### config.mk
export PLATFORM = sky130hd
export DESIGN_NAME = sev_range_eval
export DESIGN_NICKNAME = d
export VERILOG_FILES = /design/src/rtl/sev_pkg.sv /design/src/rtl/sev_scan_ctrl.sv /design/src/rtl/sev_range_test.sv /design/src/rtl/sev_index_list.sv /design/src/rtl/sev_range_eval.sv
export SDC_FILE = /design/constraint.sdc
export NUM_CORES = 1
export LEC_CHECK = 0
export ABC_AREA = 1
export BUFFER_PORTS_ARGS = -buffer_cell sky130_fd_sc_hd__buf_2
export CORE_MARGIN = 5
export CORE_UTILIZATION = 48
export CTS_CLUSTER_DIAMETER = 40
export DETAILED_ROUTE_END_ITERATION = 7
export GPL_TIMING_DRIVEN = 0
export PLACE_DENSITY = 0.83
export SKIP_LAST_GASP = 1
export SYNTH_ARGS = -nofsm -noshare
export SYNTH_HDL_FRONTEND = slang
export SYNTH_SLANG_ARGS = --single-unit
### constraint.sdc
create_clock -name clk -period 7.7 [get_ports clk]
set_input_delay 0.77 -clock clk [delete_from_list [all_inputs] [get_ports clk]]
set_output_delay 0.77 -clock clk [all_outputs]
set_load 0.02 [all_outputs]
### src/rtl/sev_pkg.sv
// Shared definitions for the sprite range evaluator.
// Assumes an 8-bit line/Y space and a 9-bit X space.
package sev_pkg;
    localparam int POS_W = 8;   // line and Y width
    localparam int HGT_W = 7;   // programmable sprite height width

    // Per-sprite attributes needed for the range test
    typedef struct packed {
        logic [POS_W:0]   x;    // 9-bit X
        logic [POS_W-1:0] y;
        logic             big;  // size select
    } spr_attr_t;
endpackage

### src/rtl/sev_scan_ctrl.sv
// Scan sequencer: steps a sprite index through 0..NUM_SPR-1, holding each
// index for CYC_PER_SPR clocks, and flags the evaluation clock of each sprite.
// Assumes CYC_PER_SPR >= 2. Starts are ignored while busy.
module sev_scan_ctrl #(
    parameter int NUM_SPR     = 128,
    parameter int CYC_PER_SPR = 2
) (
    input  logic                       clk,
    input  logic                       rst_n,
    input  logic                       start_i,
    output logic                       busy_o,
    output logic                       eval_o,
    output logic                       clear_o,
    output logic                       done_o,
    output logic [$clog2(NUM_SPR)-1:0] idx_o
);
    localparam int IDX_W = $clog2(NUM_SPR);
    localparam int PH_W  = (CYC_PER_SPR > 1) ? $clog2(CYC_PER_SPR) : 1;
    localparam logic [PH_W-1:0]  PH_LAST  = PH_W'(CYC_PER_SPR - 1);
    localparam logic [IDX_W-1:0] IDX_LAST = IDX_W'(NUM_SPR - 1);

    logic [PH_W-1:0] ph_q;
    logic            launch;
    logic            last_spr;

    // Decode start acceptance, evaluation clock and last sprite
    always_comb begin
        launch   = start_i && !busy_o;
        eval_o   = busy_o && (ph_q == PH_LAST);
        last_spr = (idx_o == IDX_LAST);
        clear_o  = launch;
    end

    // Advance phase and sprite index; emit done after the last evaluation
    always_ff @(posedge clk) begin
        if (!rst_n) begin
            busy_o <= 1'b0;
            done_o <= 1'b0;
            ph_q   <= '0;
            idx_o  <= '0;
        end else begin
            done_o <= 1'b0;
            if (launch) begin
                busy_o <= 1'b1;
                ph_q   <= '0;
                idx_o  <= '0;
            end else if (busy_o) begin
                if (eval_o) begin
                    ph_q <= '0;
                    if (last_spr) begin
                        busy_o <= 1'b0;
                        done_o <= 1'b1;
                    end else begin
                        idx_o <= idx_o + 1'b1;
                    end
                end else begin
                    ph_q <= ph_q + 1'b1;
                end
            end
        end
    end
endmodule

### src/rtl/sev_range_test.sv
// Combinational in-range test for one sprite against one scanline.
// Vertical: (line - y) mod 256 < height. Horizontal: x <= 256, or x wraps
// negative and x + width > 512. Sprites are square (width = height).
module sev_range_test
    import sev_pkg::*;
(
    input  logic [POS_W-1:0] line_i,
    input  spr_attr_t        attr_i,
    input  logic [HGT_W-1:0] small_h_i,
    input  logic [HGT_W-1:0] big_h_i,
    output logic             hit_o
);
    localparam logic [POS_W:0]   X_EDGE = (POS_W+1)'(1 << POS_W);
    localparam logic [POS_W+1:0] X_WRAP = (POS_W+2)'(2 << POS_W);

    logic [HGT_W-1:0] size_h;
    logic [POS_W-1:0] ydiff;
    logic             v_in;
    logic             h_in;

    // Pick the size, then test both axes
    always_comb begin
        size_h = attr_i.big ? big_h_i : small_h_i;
        ydiff  = line_i - attr_i.y;
        v_in   = ydiff < POS_W'(size_h);
        h_in   = (attr_i.x <= X_EDGE) ||
                 (((POS_W+2)'(attr_i.x) + (POS_W+2)'(size_h)) > X_WRAP);
        hit_o  = v_in && h_in;
    end
endmodule

### src/rtl/sev_index_list.sv
// Index list: records up to DEPTH sprite indices in arrival order, counts
// them, and flags overflow when a hit arrives with the list full.
module sev_index_list #(
    parameter int DEPTH = 32,
    parameter int IDX_W = 7
) (
    input  logic                         clk,
    input  logic                         rst_n,
    input  logic                         clear_i,
    input  logic                         rec_i,
    input  logic [IDX_W-1:0]             idx_i,
    output logic [$clog2(DEPTH+1)-1:0]   count_o,
    output logic                         ovf_o,
    output logic [DEPTH*IDX_W-1:0]       list_o
);
    localparam int CNT_W = $clog2(DEPTH + 1);
    localparam logic [CNT_W-1:0] CNT_FULL = CNT_W'(DEPTH);

    logic full;

    // List is full when every slot holds an index
    always_comb full = (count_o == CNT_FULL);

    // Count hits and raise overflow on a hit with no free slot
    always_ff @(posedge clk) begin
        if (!rst_n) begin
            count_o <= '0;
            ovf_o   <= 1'b0;
        end else if (clear_i) begin
            count_o <= '0;
            ovf_o   <= 1'b0;
        end else if (rec_i) begin
            if (full) ovf_o <= 1'b1;
            else      count_o <= count_o + 1'b1;
        end
    end

    for (genvar g = 0; g < DEPTH; g++) begin : gen_slot
        logic [IDX_W-1:0] ent_q;

        // Store the index in slot g when it is the next free slot
        always_ff @(posedge clk) begin
            if (!rst_n)
                ent_q <= '0;
            else if (rec_i && !clear_i && !full && count_o == CNT_W'(g))
                ent_q <= idx_i;
        end

        assign list_o[g*IDX_W +: IDX_W] = ent_q;
    end
endmodule

### src/rtl/sev_range_eval.sv
// Top of the sprite scanline range evaluator. Drives the attribute-memory
// address through all sprites, tests each against the line and lists the
// indices of sprites in range. Assumes an asynchronous-read attribute memory.
module sev_range_eval
    import sev_pkg::*;
#(
    parameter int NUM_SPR     = 128,
    parameter int LIST_DEPTH  = 32,
    parameter int CYC_PER_SPR = 2
) (
    input  logic                                     clk,
    input  logic                                     rst_n,
    input  logic                                     line_start,
    input  logic [7:0]                               line_num,
    input  logic [6:0]                               cfg_small_h,
    input  logic [6:0]                               cfg_big_h,
    output logic [$clog2(NUM_SPR)-1:0]               attr_addr,
    input  logic [7:0]                               attr_x_lo,
    input  logic [7:0]                               attr_y,
    input  logic                                     attr_x_hi,
    input  logic                                     attr_size,
    output logic                                     busy,
    output logic                                     done,
    output logic [$clog2(LIST_DEPTH+1)-1:0]          hit_count,
    output logic                                     overflow,
    output logic [LIST_DEPTH*$clog2(NUM_SPR)-1:0]    idx_list
);
    localparam int IDX_W = $clog2(NUM_SPR);

    logic      scan_eval;
    logic      scan_clear;
    logic      spr_hit;
    spr_attr_t spr_attr;

    // Assemble the sprite attributes from the memory read-back
    always_comb begin
        spr_attr.x   = {attr_x_hi, attr_x_lo};
        spr_attr.y   = attr_y;
        spr_attr.big = attr_size;
    end

    sev_scan_ctrl #(
        .NUM_SPR    (NUM_SPR),
        .CYC_PER_SPR(CYC_PER_SPR)
    ) u_ctrl (
        .clk    (clk),
        .rst_n  (rst_n),
        .start_i(line_start),
        .busy_o (busy),
        .eval_o (scan_eval),
        .clear_o(scan_clear),
        .done_o (done),
        .idx_o  (attr_addr)
    );

    sev_range_test u_test (
        .line_i   (line_num),
        .attr_i   (spr_attr),
        .small_h_i(cfg_small_h),
        .big_h_i  (cfg_big_h),
        .hit_o    (spr_hit)
    );

    sev_index_list #(
        .DEPTH(LIST_DEPTH),
        .IDX_W(IDX_W)
    ) u_list (
        .clk    (clk),
        .rst_n  (rst_n),
        .clear_i(scan_clear),
        .rec_i  (scan_eval && spr_hit),
        .idx_i  (attr_addr),
        .count_o(hit_count),
        .ovf_o  (overflow),
        .list_o (idx_list)
    );
endmodule

After elaboration in Yosys (flattened, before gate mapping)

Cells that the tools add are included.

Add/sub/neg operators: 5
Magnitude comparators: 3
Eq/ne operators: 33
Muxes and demuxes: 7
Bitwise logic cells: 5
Reductions and logical operators: 48

Operators with widths:

| kind                   | count |
|---|---|
| $eq A6 B5 Y1 const B   | 16 |
| $eq A6 B4 Y1 const B   | 8 |
| $logic_and A1 B1 Y1    | 38 |
| $eq A6 B3 Y1 const B   | 4 |
| $eq A6 B2 Y1 const B   | 2 |
| $add A9 B7 Y10         | 1 |
| $gt A10 B10 Y1 const B | 1 |
| $le A9 B9 Y1 const B   | 1 |
| $lt A8 B7 Y1           | 1 |
| $sub A8 B8 Y8          | 1 |
| $add A7 B1 Y7 const B  | 1 |
| $eq A7 B7 Y1 const B   | 1 |
| $mux W7                | 1 |
| $add A6 B1 Y6 const B  | 1 |
| $eq A6 B1 Y1 const B   | 1 |
| $eq A6 B6 Y1 const B   | 1 |
| $logic_not A6 Y1       | 1 |
| $mux W1                | 6 |
| $not A1 Y1             | 5 |
| $reduce_and A2 Y1      | 2 |
| $reduce_or A4 Y1       | 1 |
| $logic_not A1 Y1       | 3 |
| $reduce_and A3 Y1      | 1 |
| $reduce_or A2 Y1       | 1 |
| 2 further kinds        | 2 |

Bits in registers: 241
Bits of input ports: 43
Output and inout bits: 240
Logic and storage cells: 139

Depth between registers and ports, before layout

Word-level depth: 9
Mapped depth: 22
Gate-level depth less buffers: 19

Cells and area by module

From an unflattened synthesis, not the netlist that was laid out.

Cell total of the unflattened synthesis: 1340
Area, all modules: 10005.8 µm²

By module, submodules not included:

| module         | instances | cells an instance | area an instance (µm²) | seq. area each (µm²) |
|---|---|---|---|---|
| sev_index_list | 1         | 1102              | 8569.5                 | 4624.4 |
| sev_range_test | 1         | 170               | 962.2                  | 0.0 |
| sev_scan_ctrl  | 1         | 66                | 466.7                  | 200.2 |
| sev_range_eval | 1         | 2                 | 7.5                    | 0.0 |

Worst setup path after synthesis

No wires, ideal clock.

Path type: input -> register
Start: input line_num[0]
End: register u_list.gen_slot[14].ent_q[6]
Library setup time: 113 ps
Arrival time: 3079 ps
Required time: 7587 ps
Slack: 4508 ps
Stages on the path: 20
Buffers on the path: 3
Cells stage by stage: inv_1 -> ha_1 -> inv_1 -> fa_1 -> nand3_1 -> nand2_1 -> nand2_1 -> nand2_1 -> a21oi_1 -> xnor2_1 -> ha_1 -> nor2_1 -> nand3_1 -> a21oi_2 -> buf_6 -> buf_12 -> nand4_4 -> buf_6 -> nor2_1 -> nor2_1

Cells in the longest elaborated chain, start to end: 7

RTL lines:

| item                             | RTL line             | source |
|---|---|---|
| from (decl)                      | sev_range_eval.sv:14 | `input logic [7:0] line_num,` |
| $sub A8 B8 Y8                    | sev_range_test.sv:24 | `ydiff = line_i - attr_i.y;` |
| $lt A8 B7 Y1                     | sev_range_test.sv:25 | `v_in = ydiff < POS_W'(size_h);` |
| $logic_and A1 B1 Y1              | sev_range_test.sv:28 | `hit_o = v_in && h_in;` |
| $logic_and A1 B1 Y1              | sev_range_eval.sv:71 | `.rec_i (scan_eval && spr_hit),` |
| $logic_and A1 B1 Y1 (3 in a row) | sev_index_list.sv:45 | `else if (rec_i && !clear_i && !full && count_o == CNT_W'(g))` |
| to (signal assigned)             | sev_index_list.sv:46 | `ent_q <= idx_i;` |
| to (decl)                        | sev_index_list.sv:39 | `logic [IDX_W-1:0] ent_q;` |

No other way between the ends.
A chain may end at the register's enable or synchronous reset.

Worst setup path after layout

Start: input attr_y[2]
End: register u_list.gen_slot[29].ent_q[4]

Cells in the longest elaborated chain, start to end: 7

RTL lines:

| item                             | RTL line             | source |
|---|---|---|
| from (decl)                      | sev_range_eval.sv:19 | `input logic [7:0] attr_y,` |
| $sub A8 B8 Y8                    | sev_range_test.sv:24 |  |
| $lt A8 B7 Y1                     | sev_range_test.sv:25 |  |
| $logic_and A1 B1 Y1              | sev_range_test.sv:28 |  |
| $logic_and A1 B1 Y1              | sev_range_eval.sv:71 |  |
| $logic_and A1 B1 Y1 (3 in a row) | sev_index_list.sv:45 |  |
| to (signal assigned)             | sev_index_list.sv:46 |  |
| to (decl)                        | sev_index_list.sv:39 |  |

No other way between the ends.

==> metrics.md <==
| Metric | Value |
|---|---|
| Final hold violation count | 0 |
| Uppermost routed layer | met4 |
| Die height | 166 um |
| Final ANT Viol Nets | 0 |
| Core footprint | 24200 um2 |
| Drt wl/cell | approximately 15 um |
| Post-synthesis mux area share | 0% |
| GRT Util Overall | 24.6% |
| Post-synth ARST share | 0% |
| Die area | 27600 um2 |
| CTS buffer count | 35 |
| Initial Util | between 40% and 50% |
| Finish-stage setup viols | 0 |
| Inst Count DP | 2366 |
| Post-synth EDFFs | 0 |
| Crit path top cell by count | nand2_1 |
| CP arrival | 3.70 ns |
| I/O Buffers | 281 |
| CTS root buffer | clkbuf_16 |
| Post-synthesis adder-cell area fraction | around 3.0% |
| Synth Area in Compound Gates | 1.91% |
| Via density | 4.72 |
| Grt total ovfl | 0 |
| Fin cells | 2425 |
| Crit end category | flip-flop |
| Post-CTS Setup Bufs | 0 |
| Ranking of synthesized cells by area | dfxtp_1, nand2_1, nor2_1 |
| RSZ-0062 raised after global routing | no |
| Initial antenna violation count | 0 |
| Post-CTS Hold Buffers | 0 |
| Critical-path maximum fanout | 10 |
| Mapped Cells | between 1.5k and 2k |
| I/O pin count | 283 |
| Synth Flop Type | dfxtp_1 |
| DRT Wirelength | 35.5 mm |
| Chip Width | 166 um |
| Yosys top cell by area | dfxtp_1 |
| Minimum clock period | roughly 3.3 ns |
| Worst path required time | roughly 8 ns |
| Setup tns final | 0 ns |
| Simple-gate share of the synthesized area | between 30% and 40% |
| Hpwl dp | 25.9 mm |
| CP max stage delay | 0.33 ns |
| Cell row count | 57 |
| Sequential share of the synthesized area | 41.2% |
| Resize count post-CTS | 0 |
| Setup Skew | 0.0178 ns |
| Register-to-Register Setup Slack | 5.54 ns |
| Metal3 WL | 2.83 mm |
| Design area | between 10000 and 15000 um2 |
| Post-synth top cells | nand2_1, nor2_1, inv_1 |
| Worst setup path category | input port to flip-flop |
| Cell Pwr Density | 203 nW/um2 |
| Max Cap Viol | 0 |
| Yosys reg bits | 241 |
| Area Growth Syn to Fin | 25.4% |
| Mapped Area | 11700 um2 |
| CP startpoint kind | input port |
| Highest Clock Rate | 306 MHz |
| Pleak | 8.97 nW |
| Gpl congestion | 0.933 |
| CP delay by family, top | simple AND/OR/NAND/NOR gates |
| HP Class | flip-flop to flip-flop |
| Layout cells sized above 1 | 20.8% |
| CP Cell Sequence | buf_2 > inv_1 > ha_1 > a21oi_1 > nand2_1 > a21oi_1 > o21ai_0 > xor2_1 > ha_1 > nand2_1 > inv_1 > nand2_1 > nand2_1 > a21oi_2 > buf_6 > nand4_1 > buf_2 > nand2_1 > nand2_1 > nor2_1 |
| R2R Path Start | u_list.count_o[5] |
| R2R Path End | u_list.gen_slot[4].ent_q[4] |
| CTS tree | built |
| Metal2 WL | 16.5 mm |
| Count leader, synth | nand2_1 |
| Hold Path Stages | 1 |
| Clock Latency Late Sink | around 0.50 ns |
| Pin count of the biggest net entering global routing | 13 |
| Clock sinks | roughly 240 |
| Combinational family with the most area after synthesis | simple AND/OR/NAND/NOR gates |
| Htree depth | 2 |
| Worst R2R Path Depth | 6 |
| DR pass1 iterations | 4 |
| Post-synth top area share | 41.2% |
| Longest Clk Path Bufs | 3 |
| HP Start | u_list.ovf_o |
| Slowest stage cell, crit path | ha_1 |
| 1st-iter DRT viols | 679 |
| Vias | 11.4k |
| Net count, final | 2149 |
| Post-synth cell types | 33 |
| Placed cell area | about 14000 um2 |
| Worst slew pin tran | 0.800 ns |
| M1 wire length | 14.7 mm |
| First-pass GRT wire length | 56.0 mm |
| Syn Nets | 1831 |
| Worst vdd ir | approximately 0.00015 V |
| Hold Path End | u_list.ovf_o |
| Post-route DRC violation count | 0 |
| Worst path bufs/invs | 5 |
| Yosys warns | 0 |
| Slew Limit Fails | 0 |
| Status | complete, no violations |
| Xor and xnor area share after synthesis | 0.674% |
| Number of global-route vias before repair | about 11k |
| Rel. slew slack | 46.5% |
| CTS clk-pin slew, worst paths | 0.05 ns |
| Period utilisation layout | 42.5% |
| Avg Cell Area, Syn | 6.65 um2 |
| Antenna diodes | 0 |
==> area by class of cell <==
class	count	area, um2
Multi-Input combinational cell	1139	5190
Clock inverter	12	159
Inverter	284	1070
Buffer	97	622
Tap cell	324	405
Sequential cell	241	4820
Fill cell	2166	9500
Timing Repair Buffer	281	1410
Clock buffer	47	1000
==> kinds of logic (layout without fill, tap and decap cells) <==
kind of cell | count (synthesis) | count (layout)
flip-flops | 241 | 241
AND/OR/NAND/NOR | 1061 | 1061
buffers and inverters | 381 | 721
AO/OA/AOI/OAI | 42 | 42
XOR/XNOR | 9 | 9
adder cells (fa/ha/maj) | 27 | 27
==> worst register-to-register path: cells and delay by family (launching register included) <==
kind	cells	cell delay, ns
and+or+nand+nor	4	1.08
buffers and inverters	2	0.61
DFF	1	0.36
==> cells in the final DEF (no fill, tap or decap), types with 15 or more instances in the layout <==
master / Yosys / layout
clkbuf_1: 20 / 24
ha_1: 25 / 25
clkbuf_16: 0 / 35
buf_6: 21 / 21
a21oi_1: 24 / 24
nand3_1: 15 / 15
nand4_4: 24 / 24
dfxtp_1: 241 / 241
buf_1: 18 / 18
buf_2: 25 / 306
nand4_1: 16 / 16
nand2_1: 501 / 501
nor2_1: 478 / 478
inv_1: 283 / 283
==> report_power, final <==
| group | switching (mW) | total [mW] | internal, mW | leakage [nW] |
|---|---|---|---|---|
| clock network | 0.570 | 1.58 | 1.01 | 0.567 |
| registers | 0.00117 | 1.25 | 1.25 | 1.94 |
| logic | 0.0983 | 0.151 | 0.0527 | 6.46 |
| total | 0.670 | 2.99 | 2.32 | 8.97 |
==> routing by layer <==
layer	global-route usage (%)	vias up
met3	6.81	100
met1	29.5	5173
met2	42.3	381
li1	-	5782
met4	9.15	0
met5	0	-
==> through the flow <==
| step | total power, mW | util, % | worst slack, ns | hold slack, ns |
|---|---|---|---|---|
| 4_1_cts | 3.01 | 60.7 | 4.50 | 0.469 |
| 2_1_floorplan | 1.38 | - | 4.51 | 0.476 |
| 3_5_place_dp | 1.43 | 55.9 | 4.01 | 0.457 |
| 5_1_grt | 3.08 | 60.7 | 4.16 | 0.492 |
| 6_report | 2.99 | 60.7 | 4.43 | 0.462 |
| 3_3_place_gp | 1.42 | 55.9 | 4.07 | 0.446 |
==> worst max path at each step <==
stage | from | slack [ns] | endpoint | cells after the start
global route | attr_size | 4.16 | u_list.gen_slot[30].ent_q[6] | 21
CTS | attr_size | 4.50 | u_list.gen_slot[4].ent_q[4] | 21
global placement | line_num[0] | 4.07 | u_list.gen_slot[29].ent_q[4] | 20
detailed placement | line_num[0] | 4.01 | u_list.gen_slot[29].ent_q[6] | 20
finish | attr_y[2] | 4.43 | u_list.gen_slot[29].ent_q[4] | 20
floorplan | line_num[0] | 4.51 | u_list.gen_slot[14].ent_q[6] | 20
==> state kept, by name (all words and copies together) (netlist names) <==
name and flops:
u_ctrl.idx_o 7, u_ctrl.busy_o 1, u_ctrl.ph_q 1, u_list.ovf_o 1
u_list.gen_slot.ent_q 224, u_ctrl.done_o 1, u_list.count_o 6
No activity file was read; power rests on OpenSTA's default activity.
